===== src/rtl/zt_sram.sv =====
module zt_sram #(
  parameter int ADDR_W = 6,
  parameter int LANES  = 2,
  parameter int LANE_W = 9,
  localparam int DATA_W = LANES * LANE_W
) (
  input  logic              clk,
  input  logic              rst_n,
  input  logic              flow_mode,
  input  logic              interleave,
  input  logic              ce_a,
  input  logic              ce_b,
  input  logic              ce_c,
  input  logic              advance,
  input  logic              we,
  input  logic [LANES-1:0]  byte_en,
  input  logic [ADDR_W-1:0] addr,
  input  logic [DATA_W-1:0] wdata,
  input  logic              oe,
  input  logic              sleep,
  output logic [DATA_W-1:0] dq_out,
  output logic              dq_drive
);
  localparam int DEPTH = 1 << ADDR_W;

  logic [DATA_W-1:0] mem [DEPTH];

  logic              b_act, b_we;
  logic [ADDR_W-1:0] b_base;
  logic [1:0]        b_cnt;

  logic              s1_v, s1_we, s2_v, s2_we, o_v;
  logic [ADDR_W-1:0] s1_a, s2_a;
  logic [LANES-1:0]  s1_be, s2_be;
  logic [DATA_W-1:0] o_d, rd_m;

  wire              sel    = ce_a & ce_b & ce_c;
  wire              ld_go  = !sleep && !advance && sel;
  wire              adv_go = !sleep && advance && b_act;
  wire              issue  = ld_go || adv_go;
  wire [1:0]        cnt_n  = ld_go ? 2'd0 : b_cnt + 2'd1;
  wire [ADDR_W-1:0] base_n = ld_go ? addr : b_base;
  wire              we_n   = ld_go ? we : b_we;
  wire [1:0]        low_n  = interleave ? (base_n[1:0] ^ cnt_n) : (base_n[1:0] + cnt_n);
  wire [ADDR_W-1:0] eff_a  = {base_n[ADDR_W-1:2], low_n};

  always_ff @(posedge clk) begin
    if (!rst_n) begin
      b_act  <= 1'b0;
      b_we   <= 1'b0;
      b_base <= '0;
      b_cnt  <= '0;
    end else if (!sleep) begin
      if (!advance) b_act <= sel;
      if (issue) begin
        b_base <= base_n;
        b_cnt  <= cnt_n;
        b_we   <= we_n;
      end
    end
  end

  always_ff @(posedge clk) begin
    if (!rst_n) begin
      s1_v  <= 1'b0;
      s1_we <= 1'b0;
      s1_a  <= '0;
      s1_be <= '0;
      s2_v  <= 1'b0;
      s2_we <= 1'b0;
      s2_a  <= '0;
      s2_be <= '0;
      o_v   <= 1'b0;
      o_d   <= '0;
    end else begin
      s1_v  <= issue;
      s1_we <= we_n;
      s1_a  <= eff_a;
      s1_be <= byte_en;
      s2_v  <= s1_v;
      s2_we <= s1_we;
      s2_a  <= s1_a;
      s2_be <= s1_be;
      o_v   <= s1_v && !s1_we;
      o_d   <= rd_m;
    end
  end

  wire              c_v  = flow_mode ? (s1_v && s1_we) : (s2_v && s2_we);
  wire [ADDR_W-1:0] c_a  = flow_mode ? s1_a : s2_a;
  wire [LANES-1:0]  c_be = flow_mode ? s1_be : s2_be;

  always_ff @(posedge clk) begin
    if (c_v) begin
      for (int i = 0; i < LANES; i++)
        if (c_be[i]) mem[c_a][i*LANE_W +: LANE_W] <= wdata[i*LANE_W +: LANE_W];
    end
  end

  wire fwd = !flow_mode && s2_v && s2_we && (s2_a == s1_a);

  always_comb begin
    rd_m = mem[s1_a];
    for (int i = 0; i < LANES; i++)
      if (fwd && s2_be[i]) rd_m[i*LANE_W +: LANE_W] = wdata[i*LANE_W +: LANE_W];
  end

  wire              data_v = flow_mode ? (s1_v && !s1_we) : o_v;
  wire [DATA_W-1:0] data   = flow_mode ? rd_m : o_d;

  assign dq_drive = data_v && oe && !sleep;
  assign dq_out   = dq_drive ? data : '0;
endmodule


===== config.mk =====
export PLATFORM = sky130hd
export DESIGN_NAME = zt_sram
export DESIGN_NICKNAME = d
export VERILOG_FILES = /design/src/rtl/zt_sram.sv
export SDC_FILE = /design/constraint.sdc
export NUM_CORES = 1
export LEC_CHECK = 0
export BUFFER_PORTS_ARGS = -buffer_cell sky130_fd_sc_hd__buf_2
export CAP_MARGIN = 20
export CORE_MARGIN = 2
export CORE_UTILIZATION = 45
export DETAILED_ROUTE_END_ITERATION = 12
export PLACE_DENSITY = 0.7
export SYNTH_ARGS = -nofsm -noshare
export SYNTH_HDL_FRONTEND = slang
export SYNTH_SLANG_ARGS = --single-unit

===== constraint.sdc =====
create_clock -name clk -period 3 [get_ports clk]
set_input_delay 0.15 -clock clk [delete_from_list [all_inputs] [get_ports clk]]
set_output_delay 0.15 -clock clk [all_outputs]
set_load 0.01 [all_outputs]

**After elaboration in Yosys (flattened, before gate mapping)**

Memories as Yosys holds them, arrays and structs flattened. A register that Yosys moved wholly into a read port is not among the register bits.
Cells that the tools add are included.

- Flip-flop bits (word level): 49
- Bits in writable memories: 1,152
- Bits of input ports: 37
- Output and inout port bits: 19
- Word-level logic and storage cells: 63
- Memories kept: 1

Memory list:

| memory | words | width | rd ports | clocked after Yosys merged registers in | wr ports | RTL line | text |
|---|---|---|---|---|---|---|---|
| mem | 64 | 18 | 1 | 1 | 1 | 26 | `logic [DATA_W-1:0] mem [DEPTH];` |

- Add/sub/neg operators: 2
- Equal/unequal tests: 1
- Mux-type cells: 19
- Bitwise logic cells: 5
- Reduce and logical (&&, ||, !) cells: 21

Operators with widths:

| kind | count |
|---|---|
| 18-bit 2-to-1 mux | 2 |
| 6-bit 2-to-1 mux | 3 |
| 9-bit 2-to-1 mux | 2 |
| 1-bit logical AND | 14 |
| 1-bit 2-to-1 mux | 9 |
| 6-bit equality test | 1 |
| 2-bit 2-to-1 mux | 3 |
| 1-bit logical NOT | 4 |
| 2-bit AND reduction | 2 |
| 2-bit by 1-bit adder with 2-bit output (second input constant) | 1 |
| 2-bit adder | 1 |
| 1-bit bitwise AND | 2 |
| 1-bit NOT | 2 |
| 2-bit XOR | 1 |
| 1-bit logical OR | 1 |

**Depth between registers and ports, before layout**

- Depth in word-level cells: 8
- Depth in mapped cells: 10

**Least setup slack after synthesis**

Ideal clock, no wire load.

- Path kind: reg-to-reg
- Start: reg s1_a[1]
- End: mem mem[49][0] (netlist bit), enable pin
- Library setup time: 0.374 ns
- Data arrival time: 2.130 ns
- Data required time: 2.626 ns
- Path slack: 0.496 ns
- Stages on the path, launching flop included: 10
- Period minus slack after synthesis: 2.504 ns
- Cells stage by stage: dfxtp_1 > buf_6 > buf_6 > buf_4 > buf_4 > buf_2 > mux2i_1 > nand2_1 > buf_2 > nor2_1

- Longest elaborated chain between the ends: 1

Ends and longest elaborated chain:

| element | RTL line | text |
|---|---|---|
| start, declared | 33 | `logic [ADDR_W-1:0] s1_a, s2_a;` |
| start signal, assigned | 67 | `s1_a <= '0;` |
| start signal, assigned | 78 | `s1_a <= eff_a;` |
| 6-bit 2-to-1 mux | 90 | `wire [ADDR_W-1:0] c_a = flow_mode ? s1_a : s2_a;` |
| end, declared | 26 |  |

Every way passes these cells.

**Worst setup path after layout**

- Start: reg s1_a[1]
- End: out dq_out[4]

- Longest elaborated chain between the ends: 6

Ends and longest elaborated chain:

| element | RTL line | text |
|---|---|---|
| 6-bit equality test | 100 | `wire fwd = !flow_mode && s2_v && s2_we && (s2_a == s1_a);` |
| 1-bit logical AND | 100 |  |
| 1-bit logical AND | 105 | `if (fwd && s2_be[i]) rd_m[i*LANE_W +: LANE_W] = wdata[i*LANE_W +: LANE_W];` |
| 9-bit 2-to-1 mux | 105 |  |
| 18-bit 2-to-1 mux | 109 | `wire [DATA_W-1:0] data = flow_mode ? rd_m : o_d;` |
| 18-bit 2-to-1 mux | 112 | `assign dq_out = dq_drive ? data : '0;` |
| end, declared | 21 | `output logic [DATA_W-1:0] dq_out,` |

Every way passes these cells.

==> reports/results.ini <==
[global_routing]
grt_pass1_vias=24900
grt_pass1_wl_um=175000
grt_overflow=0
antenna_found_initial=4
grt_max_degree=66
grt_usage_pct=22.7

[cts]
cts_tree=yes
cts_buffer_depth=3
cts.sinks=1201
numCtsBuffers=117
cts_max_level=3
path_clk_slew_ns=0.06
cts_root_buffer=clkbuf_16
clkLatencyLatePin_ns=0.72

[die]
row_count=117
io_pins=56
start_util_pct=45.4
die_h_um=325
fp.dieW_um=325
dieArea_sq_mm=0.106
core-area_sq_mm=0.102

[routing]
drt_iter0_markers=3753
first_pass_iters=6
via_per_inst=6.12
wl_per_cell_um=29.8
drc=0
ant_nets=0
wirelength_um=123000
vias=25200

[cells_and_area]
seqCellArea_sq_mm=0.0356
final_common_cell=edfxtp_1
area_growth_pct=22.3
fin_nets=2688
fin_area_sq_mm=0.0567
mostFrequentLayoutCells=edfxtp_1 (1152), buf_4 (300), mux4_2 (297)
final_layout_size_suffix_gt1_share_pct=38.3
fill_cells=7328
multi_input_area_sq_mm=0.0112

[synthesis]
synth_seq_cells=1201
synth.area.top_cells=edfxtp_1 (75%), mux4_2 (14%), dfxtp_1 (2.1%), nor2_1 (1.3%), o22ai_1 (1.2%)
synth_edf_count=1152
syn_avg_cell_area_sq_um=21.1
yosysTopAreaCell=edfxtp_1
netlist_area_sq_mm=0.0464
syn-num-nets=2232
ys_seq_area_share_pct=76.7
synth_ff_type=edfxtp_1
synth_top_area_share_pct=74.6
yosys_warnings=0
syn-instance-count=2194
synth_cell_types=52
synthArstFlopShare_pct=0

[setup_path]
startpoint_type=flip-flop
cp_top_family=multiplexers
endpoint=dq_out[4]
critPathSlowestCell=mux4_2
rrSetupSlack_ns=0.25
crit_required_ns=2.85
r2r-start=s1_a[4]$_SDFF_PN0_
path_depth=8
crit_buf_inv=4
r2r_end=mem[54][5]$_DFFE_PP_
critPathLaunch=s1_a[1]$_SDFF_PN0_
crit_chain=buf_12 -> buf_12 -> buf_16 -> mux4_2 -> mux4_2 -> a21oi_4 -> o21ai_4 -> buf_2
crit_path_max_incr_delay_ns=0.54
end_kind=output pin
arrival_ns=3.20
r2r_cells=6
worstSetupPathType=reg2out
critPathMaxFanout=9

[timing]
relSlewSlack_pct=30.9
fin_crit_sh_pct=112
rsz0062_at_grt=true
worstMarginPinSlew_ns=1.04
fin_crit_ns=3.35
finalSetupViolations=17
finalSetupTns_ns=-4.46
skew_ns=0.0352
hold_violations=0
worst_slack_ns=-0.348
clock.fmax_mhz=299
final_max_slew_viol_count=0

[outcome]
violations=negative setup slack
status=complete, but fails checks

[power]
power_frac_comb_pct=3.8
pwr-share-seq_pct=53.5
peakVddDrop_uv=577
switching_share_pct=20.5
clock_power_share_pct=42.7
p_total_uw=34400
switchingPower_uw=7060
powerDensity_mw_per_mm2=606
leakagePower_uw=0.0179
internal-power_uw=27300

[placement]
hpwlAfterDp_um=76400
gp_congestion=0.986
portBuffers=55
postPlaceCellArea_sq_mm=0.0501

[min_path]
min_path_cells=1
hp-class=in2reg

[job]
max-cap-violations=0

worst register-to-register path: cells and delay by family (launching register included):
family	cells	cell delay, ns
buffers and inverters	3	0.71
and+or+nand+nor	2	0.71
DFF	1	0.52
AOI/OAI and AO/OA	1	0.50
flip-flops by register name (all words and copies together) (netlist names), 2 cells and up:
register  flops
o_d          18
s2_be         2
mem        1152
b_base        6
s1_a          6
s2_a          6
s1_be         2
b_cnt         2
routing by layer:
metal  vias up  GRT usage, %  share of wire [%]
li1      10100             -                  -
met3       281          5.01                 11
met1     13100          31.7                 38
met2      1652          35.3                 47
met4         2          8.57                3.9
met5         -             0              0.011
power groups by stage:
| stage | Combinational, uW | Sequential (uW) | Clock [uW] |
|---|---|---|---|
| finish | 1310 | 18400 | 14700 |
| global route | 1370 | 18400 | 15400 |
| CTS | 1190 | 18400 | 14800 |
| detailed placement | 1020 | 18800 | 0 |
| global placement | 982 | 18800 | 0 |
| floorplan | 461 | 18700 | 0 |
cell usage after synthesis (3+ instances only):
library cell / count
buf_4: 28
nand2_1: 43
clkbuf_1: 26
o21ai_1: 27
xnor2_1: 9
nand2b_1: 3
a211oi_1: 3
and2_1: 11
a32oi_1: 3
o22ai_1: 91
or3_1: 3
edfxtp_1: 1152
o21ai_0: 7
mux2i_1: 50
nor4_1: 17
mux2_2: 9
a21oi_1: 24
nor2b_1: 10
buf_1: 6
mux4_2: 297
buf_6: 9
nor2_1: 160
or3b_2: 5
nand4_1: 7
nand3b_1: 8
inv_1: 9
buf_2: 49
a22oi_1: 31
nand3_1: 11
and4_1: 5
dfxtp_1: 49
worst min path at each step:
stage,slack [ns],from,endpoint
after CTS,0.01,wdata[8],mem[47][8]$_DFFE_PP_
after detailed placement,0.43,addr[2],b_base[2]$_SDFFE_PN0P_
after floorplan,0.25,wdata[0],mem[0][0]$_DFFE_PP_
final,0.06,wdata[8],mem[47][8]$_DFFE_PP_
after global routing,0.07,wdata[8],mem[53][8]$_DFFE_PP_
after global placement,0.41,we,b_we$_SDFFE_PN0P_
repair_timing:
action	4_1_cts	5_1_grt
setup endpoints to repair	18	18
pin swaps	25	27
endpoints found under the hold margin	142	92
gates resized for setup	185	82
gates cloned	14	7
setup buffers	28	36
hold buffers	24	5
area by class of cell:
cell class | instances | area share [%]
Clock inverter | 76 | 1.41
Sequential cell | 1201 | 62.8
Multi-Input combinational cell | 865 | 19.8
Timing Repair Buffer | 455 | 7.60
Antenna cell | 1 | 0.00441
Inverter | 10 | 0.0662
Tap cell | 1368 | 3.02
Clock buffer | 140 | 5.35
cell families (layout without fill, tap and decap cells):
| group | count (synthesis) | after routing | share of synthesized area, % |
|---|---|---|---|
| other | 0 | 1 | 0 |
| AOI/OAI and AO/OA | 205 | 205 | 2.85 |
| buffers and inverters | 128 | 681 | 1.54 |
| muxes | 356 | 356 | 15.7 |
| xor gates and xnor gates | 11 | 11 | 0.208 |
| adders and majority gates | 1 | 1 | 0.0270 |
| DFF | 1201 | 1201 | 76.7 |
| and+or+nand+nor | 292 | 292 | 2.92 |
through the flow:
stage	setup slack, ns	utilization, %	std cells	hold slack, ns
after floorplan	0.496	-	2194	0.249
after global placement	0.157	49.1	3785	0.412
after detailed placement	0.184	49.1	3786	0.427
after CTS	-0.320	54.7	4068	0.0146
after global routing	-0.356	55.6	4116	0.0675
final	-0.348	55.6	4116	0.0593
No activity file was read; power rests on OpenSTA's default activity.
